==> config.mk <==
export PLATFORM = sky130hd
export DESIGN_NAME = ipc_mailbox
export DESIGN_NICKNAME = d
export VERILOG_FILES = /design/src/rtl/mbx_pkg.sv /design/src/rtl/mbx_queue.sv /design/src/rtl/mbx_user_irq.sv /design/src/rtl/mbx_cfg_ctl.sv /design/src/rtl/ipc_mailbox.sv
export SDC_FILE = /design/constraint.sdc
export NUM_CORES = 1
export LEC_CHECK = 0
export BUFFER_PORTS_ARGS = -buffer_cell sky130_fd_sc_hd__buf_2
export CORE_MARGIN = 4
export CORE_UTILIZATION = 45
export DETAILED_ROUTE_END_ITERATION = 16
export MAX_ROUTING_LAYER = met4
export PLACE_DENSITY = 0.58
export SETUP_SLACK_MARGIN = 0.4
export SLEW_MARGIN = 10
export SYNTH_ARGS = -nofsm -noshare
export SYNTH_HDL_FRONTEND = slang
export SYNTH_SLANG_ARGS = --single-unit
==> constraint.sdc <==
create_clock -name clk -period 5.25 [get_ports clk]
set_clock_uncertainty 0.2 [all_clocks]
set_input_delay 0.525 -clock clk [delete_from_list [all_inputs] [get_ports clk]]
set_output_delay 0.525 -clock clk [all_outputs]
set_load 0.1 [all_outputs]
==> src/rtl/mbx_pkg.sv <==
package mbx_pkg;
  // Register byte offsets; the strides are part of the software contract.
  localparam int OFS_REV      = 'h000;
  localparam int OFS_CFG      = 'h010;
  localparam int OFS_SYS      = 'h014;
  localparam int OFS_MSG      = 'h040;
  localparam int OFS_FULL     = 'h080;
  localparam int OFS_CNT      = 'h0C0;
  localparam int OFS_IRQ      = 'h100;
  localparam int IRQ_STRIDE   = 8;
  localparam int IRQ_EN_OFS   = 4;

  // Configuration bit positions
  localparam int CFG_AUTOIDLE = 0;
  localparam int CFG_SRST     = 1;
  localparam int CFG_MODE_LO  = 3;

  typedef struct packed {
    logic       auto_idle;
    logic [1:0] idle_mode;
  } idle_cfg_t;

  function automatic int ev_newmsg(input int q);
    return 2 * q;
  endfunction

  function automatic int ev_notfull(input int q);
    return 2 * q + 1;
  endfunction
endpackage

==> src/rtl/mbx_queue.sv <==
module mbx_queue #(
  parameter int DW    = 32,
  parameter int DEPTH = 4,
  localparam int PW   = (DEPTH > 1) ? $clog2(DEPTH) : 1,
  localparam int CW   = $clog2(DEPTH + 1)
) (
  input  logic          clk,
  input  logic          rst_n,
  input  logic          flush,
  input  logic          push,
  input  logic          pop,
  input  logic [DW-1:0] wdata,
  output logic [DW-1:0] head,
  output logic [CW-1:0] count,
  output logic          full,
  output logic          empty
);
  logic [DW-1:0] mem [DEPTH];
  logic [PW-1:0] wp, rp;
  logic          do_push, do_pop;

  assign full    = (count == CW'(DEPTH));
  assign empty   = (count == '0);
  assign do_push = push && !full;
  assign do_pop  = pop && !empty;
  assign head    = empty ? '0 : mem[rp];

  function automatic logic [PW-1:0] nxt(input logic [PW-1:0] p);
    return (p == PW'(DEPTH - 1)) ? '0 : p + 1'b1;
  endfunction

  always_ff @(posedge clk) begin
    if (!rst_n || flush) begin
      wp    <= '0;
      rp    <= '0;
      count <= '0;
    end else begin
      if (do_push) wp <= nxt(wp);
      if (do_pop)  rp <= nxt(rp);
      case ({do_push, do_pop})
        2'b10:   count <= count + 1'b1;
        2'b01:   count <= count - 1'b1;
        default: count <= count;
      endcase
    end
  end

  always_ff @(posedge clk) begin
    if (do_push && !flush) mem[wp] <= wdata;
  end
endmodule

==> src/rtl/mbx_user_irq.sv <==
module mbx_user_irq #(
  parameter int NEV = 8
) (
  input  logic           clk,
  input  logic           rst_n,
  input  logic           flush,
  input  logic [NEV-1:0] ev_set,
  input  logic           st_wr,
  input  logic           en_wr,
  input  logic [NEV-1:0] wdata,
  output logic [NEV-1:0] status,
  output logic [NEV-1:0] enable,
  output logic           irq
);
  logic [NEV-1:0] clr_mask;

  assign clr_mask = st_wr ? wdata : '0;
  assign irq      = |(status & enable);

  always_ff @(posedge clk) begin
    if (!rst_n || flush) begin
      status <= '0;
      enable <= '0;
    end else begin
      // a new event in the same cycle wins over a clear
      status <= (status & ~clr_mask) | ev_set;
      if (en_wr) enable <= wdata;
    end
  end
endmodule

==> src/rtl/mbx_cfg_ctl.sv <==
module mbx_cfg_ctl
  import mbx_pkg::*;
#(
  parameter int SRST_LEN = 2,
  localparam int KW      = $clog2(SRST_LEN + 1)
) (
  input  logic        clk,
  input  logic        rst_n,
  input  logic        cfg_wr,
  input  logic        w_srst,
  input  logic        w_auto,
  input  logic [1:0]  w_mode,
  output logic        busy,
  output logic        flush,
  output logic [31:0] cfg_rd,
  output logic [31:0] sys_rd
);
  idle_cfg_t   idle_q;
  logic [KW-1:0] cnt;
  logic        done_q;
  logic        start;

  assign start = cfg_wr && w_srst;
  assign busy  = (cnt != '0);
  assign flush = start || busy;

  always_ff @(posedge clk) begin
    if (!rst_n) begin
      cnt    <= '0;
      idle_q <= '0;
      done_q <= 1'b1;
    end else if (start) begin
      cnt    <= KW'(SRST_LEN);
      idle_q <= '0;
      done_q <= 1'b0;
    end else if (cfg_wr) begin
      idle_q.auto_idle <= w_auto;
      idle_q.idle_mode <= w_mode;
    end else if (busy) begin
      cnt <= cnt - 1'b1;
      if (cnt == KW'(1)) done_q <= 1'b1;
    end
  end

  always_comb begin
    cfg_rd = '0;
    cfg_rd[CFG_AUTOIDLE]              = idle_q.auto_idle;
    cfg_rd[CFG_SRST]                  = busy;
    cfg_rd[CFG_MODE_LO+1:CFG_MODE_LO] = idle_q.idle_mode;
    sys_rd    = '0;
    sys_rd[0] = done_q;
  end
endmodule

==> src/rtl/ipc_mailbox.sv <==
module ipc_mailbox
  import mbx_pkg::*;
#(
  parameter int          NUM_QUEUES = 4,
  parameter int          NUM_USERS  = 4,
  parameter int          DEPTH      = 4,
  parameter int          ADDR_W     = 9,
  parameter int          SRST_LEN   = 2,
  parameter logic [3:0]  REV_MAJOR  = 4'd2,
  parameter logic [3:0]  REV_MINOR  = 4'd0,
  localparam int         NEV        = 2 * NUM_QUEUES,
  localparam int         CW         = $clog2(DEPTH + 1)
) (
  input  logic              clk,
  input  logic              rst_n,
  input  logic              cmd_valid,
  output logic              cmd_ready,
  input  logic              cmd_write,
  input  logic [ADDR_W-1:0] cmd_addr,
  input  logic [31:0]       cmd_wdata,
  output logic              rsp_valid,
  output logic [31:0]       rsp_rdata,
  output logic [NUM_USERS-1:0] irq_o
);
  logic acc, acc_wr, acc_rd;
  logic busy, flush;
  logic [31:0] cfg_rd, sys_rd, rd_mux;

  logic [NUM_QUEUES-1:0]         hit_msg, hit_full, hit_cnt;
  logic [NUM_QUEUES-1:0]         q_push, q_pop, q_full, q_empty;
  logic [NUM_QUEUES-1:0][31:0]   q_head;
  logic [NUM_QUEUES-1:0][CW-1:0] q_count;
  logic [NUM_USERS-1:0]          hit_st, hit_en;
  logic [NUM_USERS-1:0][NEV-1:0] u_status, u_enable;
  logic [NEV-1:0]                ev_set;

  assign cmd_ready = !busy;
  assign acc       = cmd_valid && cmd_ready;
  assign acc_wr    = acc && cmd_write;
  assign acc_rd    = acc && !cmd_write;

  mbx_cfg_ctl #(.SRST_LEN(SRST_LEN)) u_cfg (
    .clk    (clk),
    .rst_n  (rst_n),
    .cfg_wr (acc_wr && (cmd_addr == ADDR_W'(OFS_CFG))),
    .w_srst (cmd_wdata[CFG_SRST]),
    .w_auto (cmd_wdata[CFG_AUTOIDLE]),
    .w_mode (cmd_wdata[CFG_MODE_LO+1:CFG_MODE_LO]),
    .busy   (busy),
    .flush  (flush),
    .cfg_rd (cfg_rd),
    .sys_rd (sys_rd)
  );

  for (genvar m = 0; m < NUM_QUEUES; m++) begin : g_q
    assign hit_msg[m]  = (cmd_addr == ADDR_W'(OFS_MSG  + 4 * m));
    assign hit_full[m] = (cmd_addr == ADDR_W'(OFS_FULL + 4 * m));
    assign hit_cnt[m]  = (cmd_addr == ADDR_W'(OFS_CNT  + 4 * m));
    assign q_push[m]   = acc_wr && hit_msg[m];
    assign q_pop[m]    = acc_rd && hit_msg[m];

    mbx_queue #(.DW(32), .DEPTH(DEPTH)) u_queue (
      .clk   (clk),
      .rst_n (rst_n),
      .flush (flush),
      .push  (q_push[m]),
      .pop   (q_pop[m]),
      .wdata (cmd_wdata),
      .head  (q_head[m]),
      .count (q_count[m]),
      .full  (q_full[m]),
      .empty (q_empty[m])
    );

    assign ev_set[ev_newmsg(m)]  = q_push[m] && !q_full[m];
    assign ev_set[ev_notfull(m)] = q_pop[m] && q_full[m];
  end

  for (genvar u = 0; u < NUM_USERS; u++) begin : g_u
    assign hit_st[u] = (cmd_addr == ADDR_W'(OFS_IRQ + IRQ_STRIDE * u));
    assign hit_en[u] = (cmd_addr == ADDR_W'(OFS_IRQ + IRQ_STRIDE * u + IRQ_EN_OFS));

    mbx_user_irq #(.NEV(NEV)) u_irq (
      .clk    (clk),
      .rst_n  (rst_n),
      .flush  (flush),
      .ev_set (ev_set),
      .st_wr  (acc_wr && hit_st[u]),
      .en_wr  (acc_wr && hit_en[u]),
      .wdata  (cmd_wdata[NEV-1:0]),
      .status (u_status[u]),
      .enable (u_enable[u]),
      .irq    (irq_o[u])
    );
  end

  always_comb begin
    rd_mux = '0;
    if (cmd_addr == ADDR_W'(OFS_REV)) rd_mux = {24'b0, REV_MAJOR, REV_MINOR};
    if (cmd_addr == ADDR_W'(OFS_CFG)) rd_mux = cfg_rd;
    if (cmd_addr == ADDR_W'(OFS_SYS)) rd_mux = sys_rd;
    for (int m = 0; m < NUM_QUEUES; m++) begin
      if (hit_msg[m])  rd_mux = q_head[m];
      if (hit_full[m]) rd_mux = 32'(q_full[m]);
      if (hit_cnt[m])  rd_mux = 32'(q_count[m]);
    end
    for (int u = 0; u < NUM_USERS; u++) begin
      if (hit_st[u]) rd_mux = 32'(u_status[u]);
      if (hit_en[u]) rd_mux = 32'(u_enable[u]);
    end
  end

  always_ff @(posedge clk) begin
    if (!rst_n) begin
      rsp_valid <= 1'b0;
      rsp_rdata <= '0;
    end else begin
      rsp_valid <= acc_rd;
      if (acc_rd) rsp_rdata <= rd_mux;
    end
  end
endmodule

==> metrics.csv <==
stage,metric,value,unit
setup_path,worst setup path start,cmd_addr[2],
setup_path,Startpoint Class,input port,
cts,CTS buffer count,68,
placed_design,HPWL after detailed placement,39900,um
cells_and_area,"commonest cells after routing, fill and taps aside","edfxtp_1, nand2_1, dfxtp_1",
pwr,pwr/cell area,354,nW/um^2
cts,Post CTS Setup Buffer Count,0,
placed_design,# port buffers,82,
cts,root buffer cell,clkbuf_16,
pwr,Leak,0.00935,uW
cells_and_area,layout cells sized above 1,21.4,%
global_routing,largest net degree at the start of global routing,52,
setup_path,worst reg2reg path endpoint,g_q[0].u_queue.mem[2][21],
yosys,Most used DFF post-synth,edfxtp_1,
route,Iter 0 DRT Violations,1449,
setup_path,Reg-to-Reg Start,u_cfg.cnt[1],
setup_path,worst r2r path cells,5,
cts,clock tree buffer depth,3,
route,DR WL/cell,26.1,um
sta,Final setup viols,0,
cts,H-tree depth,3,
sta,Fmax,292,MHz
cts,Resized cells post-CTS,0,
sta,fin. max-slew vios,0,
route,Post-route DRC,0,
setup_path,Worst Setup EP,g_q[1].u_queue.mem[3][19],
sta,Slew @ Worst Pin,1.05,ns
yosys,largest cells by area after synthesis,"edfxtp_1, mux4_2, dfxtp_1",
setup_path,arrival time of the worst setup path,3.43,ns
global_routing,initial antenna violation count,1,
global_routing,vias in the first global route,14700,
setup_path,register-to-register setup slack,2.13,ns
yosys,Ys Warns,0,
yosys,Post-Synthesis Cell Area,25900,sq um
global_routing,global route overflow,0,
route,via/cell ratio,5.90,
yosys,Syn Area/Cell,16.1,sq um
floorplan,Core Area,56700,sq um
cts,CTS hold repair buffers,0,
yosys,Post-synth EDFFs,512,
sta,minimum hold slack,0.114,ns
sta,Final Critical Period,3.42,ns
floorplan,Row Count,87,
placed_design,DP Cell Count,2372,
floorplan,Die X,248,um
floorplan,die area,61400,sq um
cts,clk_lat worst skew,0.60,ns
pwr,Power Total,10300,uW
hold_path,HP Class,in2reg,
yosys,"FFs w/ async S/R, synth",0,%
yosys,Synth Register Bits,651,
sta,period utilization,65.2,%
pwr,peak supply drop,0.264,mV
sta,Fin. Hold Viols,0,
route,DR pass1 iterations,6,
sta,post-route setup TNS,0,ns
placed_design,GP Congestion,0.956,
yosys,cell count after synthesis,1608,
yosys,post-synthesis sequential area ratio,70.1,%
setup_path,CP max stage cell,and2_2,
cells_and_area,Area growth syn-to-layout,12.9,%
setup_path,"Req. time, crit path",5.26,ns
yosys,Synth Net Count,1681,
global_routing,Tot GR Track Use,22.2,%
job,Max Cap Viol,0,
setup_path,crit-path max FO,32,
cells_and_area,"commonest non-fill, non-tap cell in the layout",edfxtp_1,
yosys,top-area cell type share of the netlist area,59.4,%
cells_and_area,Final nets,1759,
cells_and_area,ANT cells,0,
floorplan,initial core utilization,45.7,%
route,antenna violation net count after detailed routing,0,
cts,CTS tree,done,
global_routing,first-pass GRT wire length,97700,um
yosys,Netlist cell types,63,
route,vias,14700,
cells_and_area,Layout Cells excl Fill,2496,
setup_path,crit-path max cell delay,0.87,ns
floorplan,die height,248,um
setup_path,Critical Path End Type,flip-flop,
floorplan,I/O Pins,83,
cts,"CTS clk-pin slew, worst paths",0.06,ns
yosys,biggest area consumer among synthesized cells,edfxtp_1,
run_status,outcome,"complete, no violations",
sta,Slew HR,29.7,%
route,drt total wl,65100,um
sta,unrepaired setup endpoints after global routing,false,
cts,Sink Count,651,
setup_path,crit-path cells,"buf_2, nor2b_1, nand3_1, nor3_2, and2_2",
setup_path,critical path class,in2reg,
hold_path,Hold Path Depth,1,
-- area by class of cell --
type                            count  area [sq um]
Tap cell                          756           946
Sequential cell                   651         18200
Multi-Input combinational cell    827          7270
Fill cell                        4671         27500
Inverter                           33           124
Clock buffer                       98          1920
Clock inverter                     26           210
Timing Repair Buffer              105           596
-- critical path: cells and delay by family --
| family | cells | cell delay, ns |
|---|---|---|
| buffers and inverters | 1 | 0.46 |
| AND/OR/NAND/NOR | 4 | 2.40 |
-- sequential cells by signal (all words and copies together), names as in the netlist, 2 cells and up, named ones only --
| name | count |
|---|---|
| g_q.u_queue.rp | 8 |
| u_cfg.cnt | 2 |
| rsp_rdata | 32 |
| g_q.u_queue.mem | 512 |
| g_q.u_queue.wp | 8 |
| g_u.u_irq.enable | 32 |
| g_u.u_irq.status | 32 |
| g_q.u_queue.count | 12 |
| u_cfg.cfg_rd | 3 |
-- through the flow --
stage / instance area [sq um] / worst slack, ns / utilization [%]
after floorplan: 25900 / 1.21 / -
after global placement: 27100 / 1.40 / 47.8
after detailed placement: 27100 / 1.27 / 47.8
after CTS: 29200 / 1.87 / 51.5
after global routing: 29200 / 1.64 / 51.5
final: 29200 / 1.83 / 51.5
-- where the power goes --
part | internal (uW) | total, uW | leakage (uW) | switching, uW
sequential | 5550 | 5550 | 0.00572 | 1.05
clock | 2650 | 4590 | 0.00103 | 1940
combinational | 35.3 | 200 | 0.00260 | 164
-- synth_stat cells, drive strengths merged (4+ instances only) --
cell and instances:
and2 17, nor2 82, inv 33, buf 43
nor4 4, ha 24, fa 4, o22ai 5
or3 8, edfxtp 512, nand2 142, mux2 5
a22oi 99, and3 9, nand3 25, xnor2 4
a21oi 83, nor3 22, mux4 130, a22o 4
xor2 8, a221oi 5, o211ai 5, nor3b 7
clkbuf 54, mux2i 25, dfxtp 139, o21ai 31
nand4 13, nor2b 32
-- cell families (layout without fill, tap and decap cells) --
group | Yosys count | count (layout) | share of synthesized area [%]
AO/OA/AOI/OAI | 255 | 255 | 6.39
AND/OR/NAND/NOR | 372 | 372 | 6.98
XOR/XNOR | 12 | 12 | 0.406
buffers and inverters | 130 | 262 | 2.15
flip-flops | 651 | 651 | 70.1
multiplexers | 160 | 160 | 12.5
adder cells (fa/ha/maj) | 28 | 28 | 1.47
-- layer usage --
layer	wire (um)	GRT usage, %	vias to the layer above
met5	0	-	-
met4	1930	6.19	0
met3	3800	3.58	133
met2	30300	33.6	535
met1	29100	31.6	7621
li1	-	-	6439
-- how the worst min path moves through the flow --
stage	startpoint	slack [ns]	end
after floorplan	u_cfg.done_q	0.24	u_cfg.done_q
after global routing	cmd_wdata[29]	0.09	g_q[3].u_queue.mem[2][29]
final	cmd_wdata[26]	0.11	g_q[1].u_queue.mem[3][26]
after CTS	cmd_wdata[29]	0.07	g_q[0].u_queue.mem[1][29]
after detailed placement	rsp_rdata[1]	0.25	rsp_rdata[1]
after global placement	rsp_rdata[1]	0.25	rsp_rdata[1]
No activity file was read; power rests on OpenSTA's default activity.
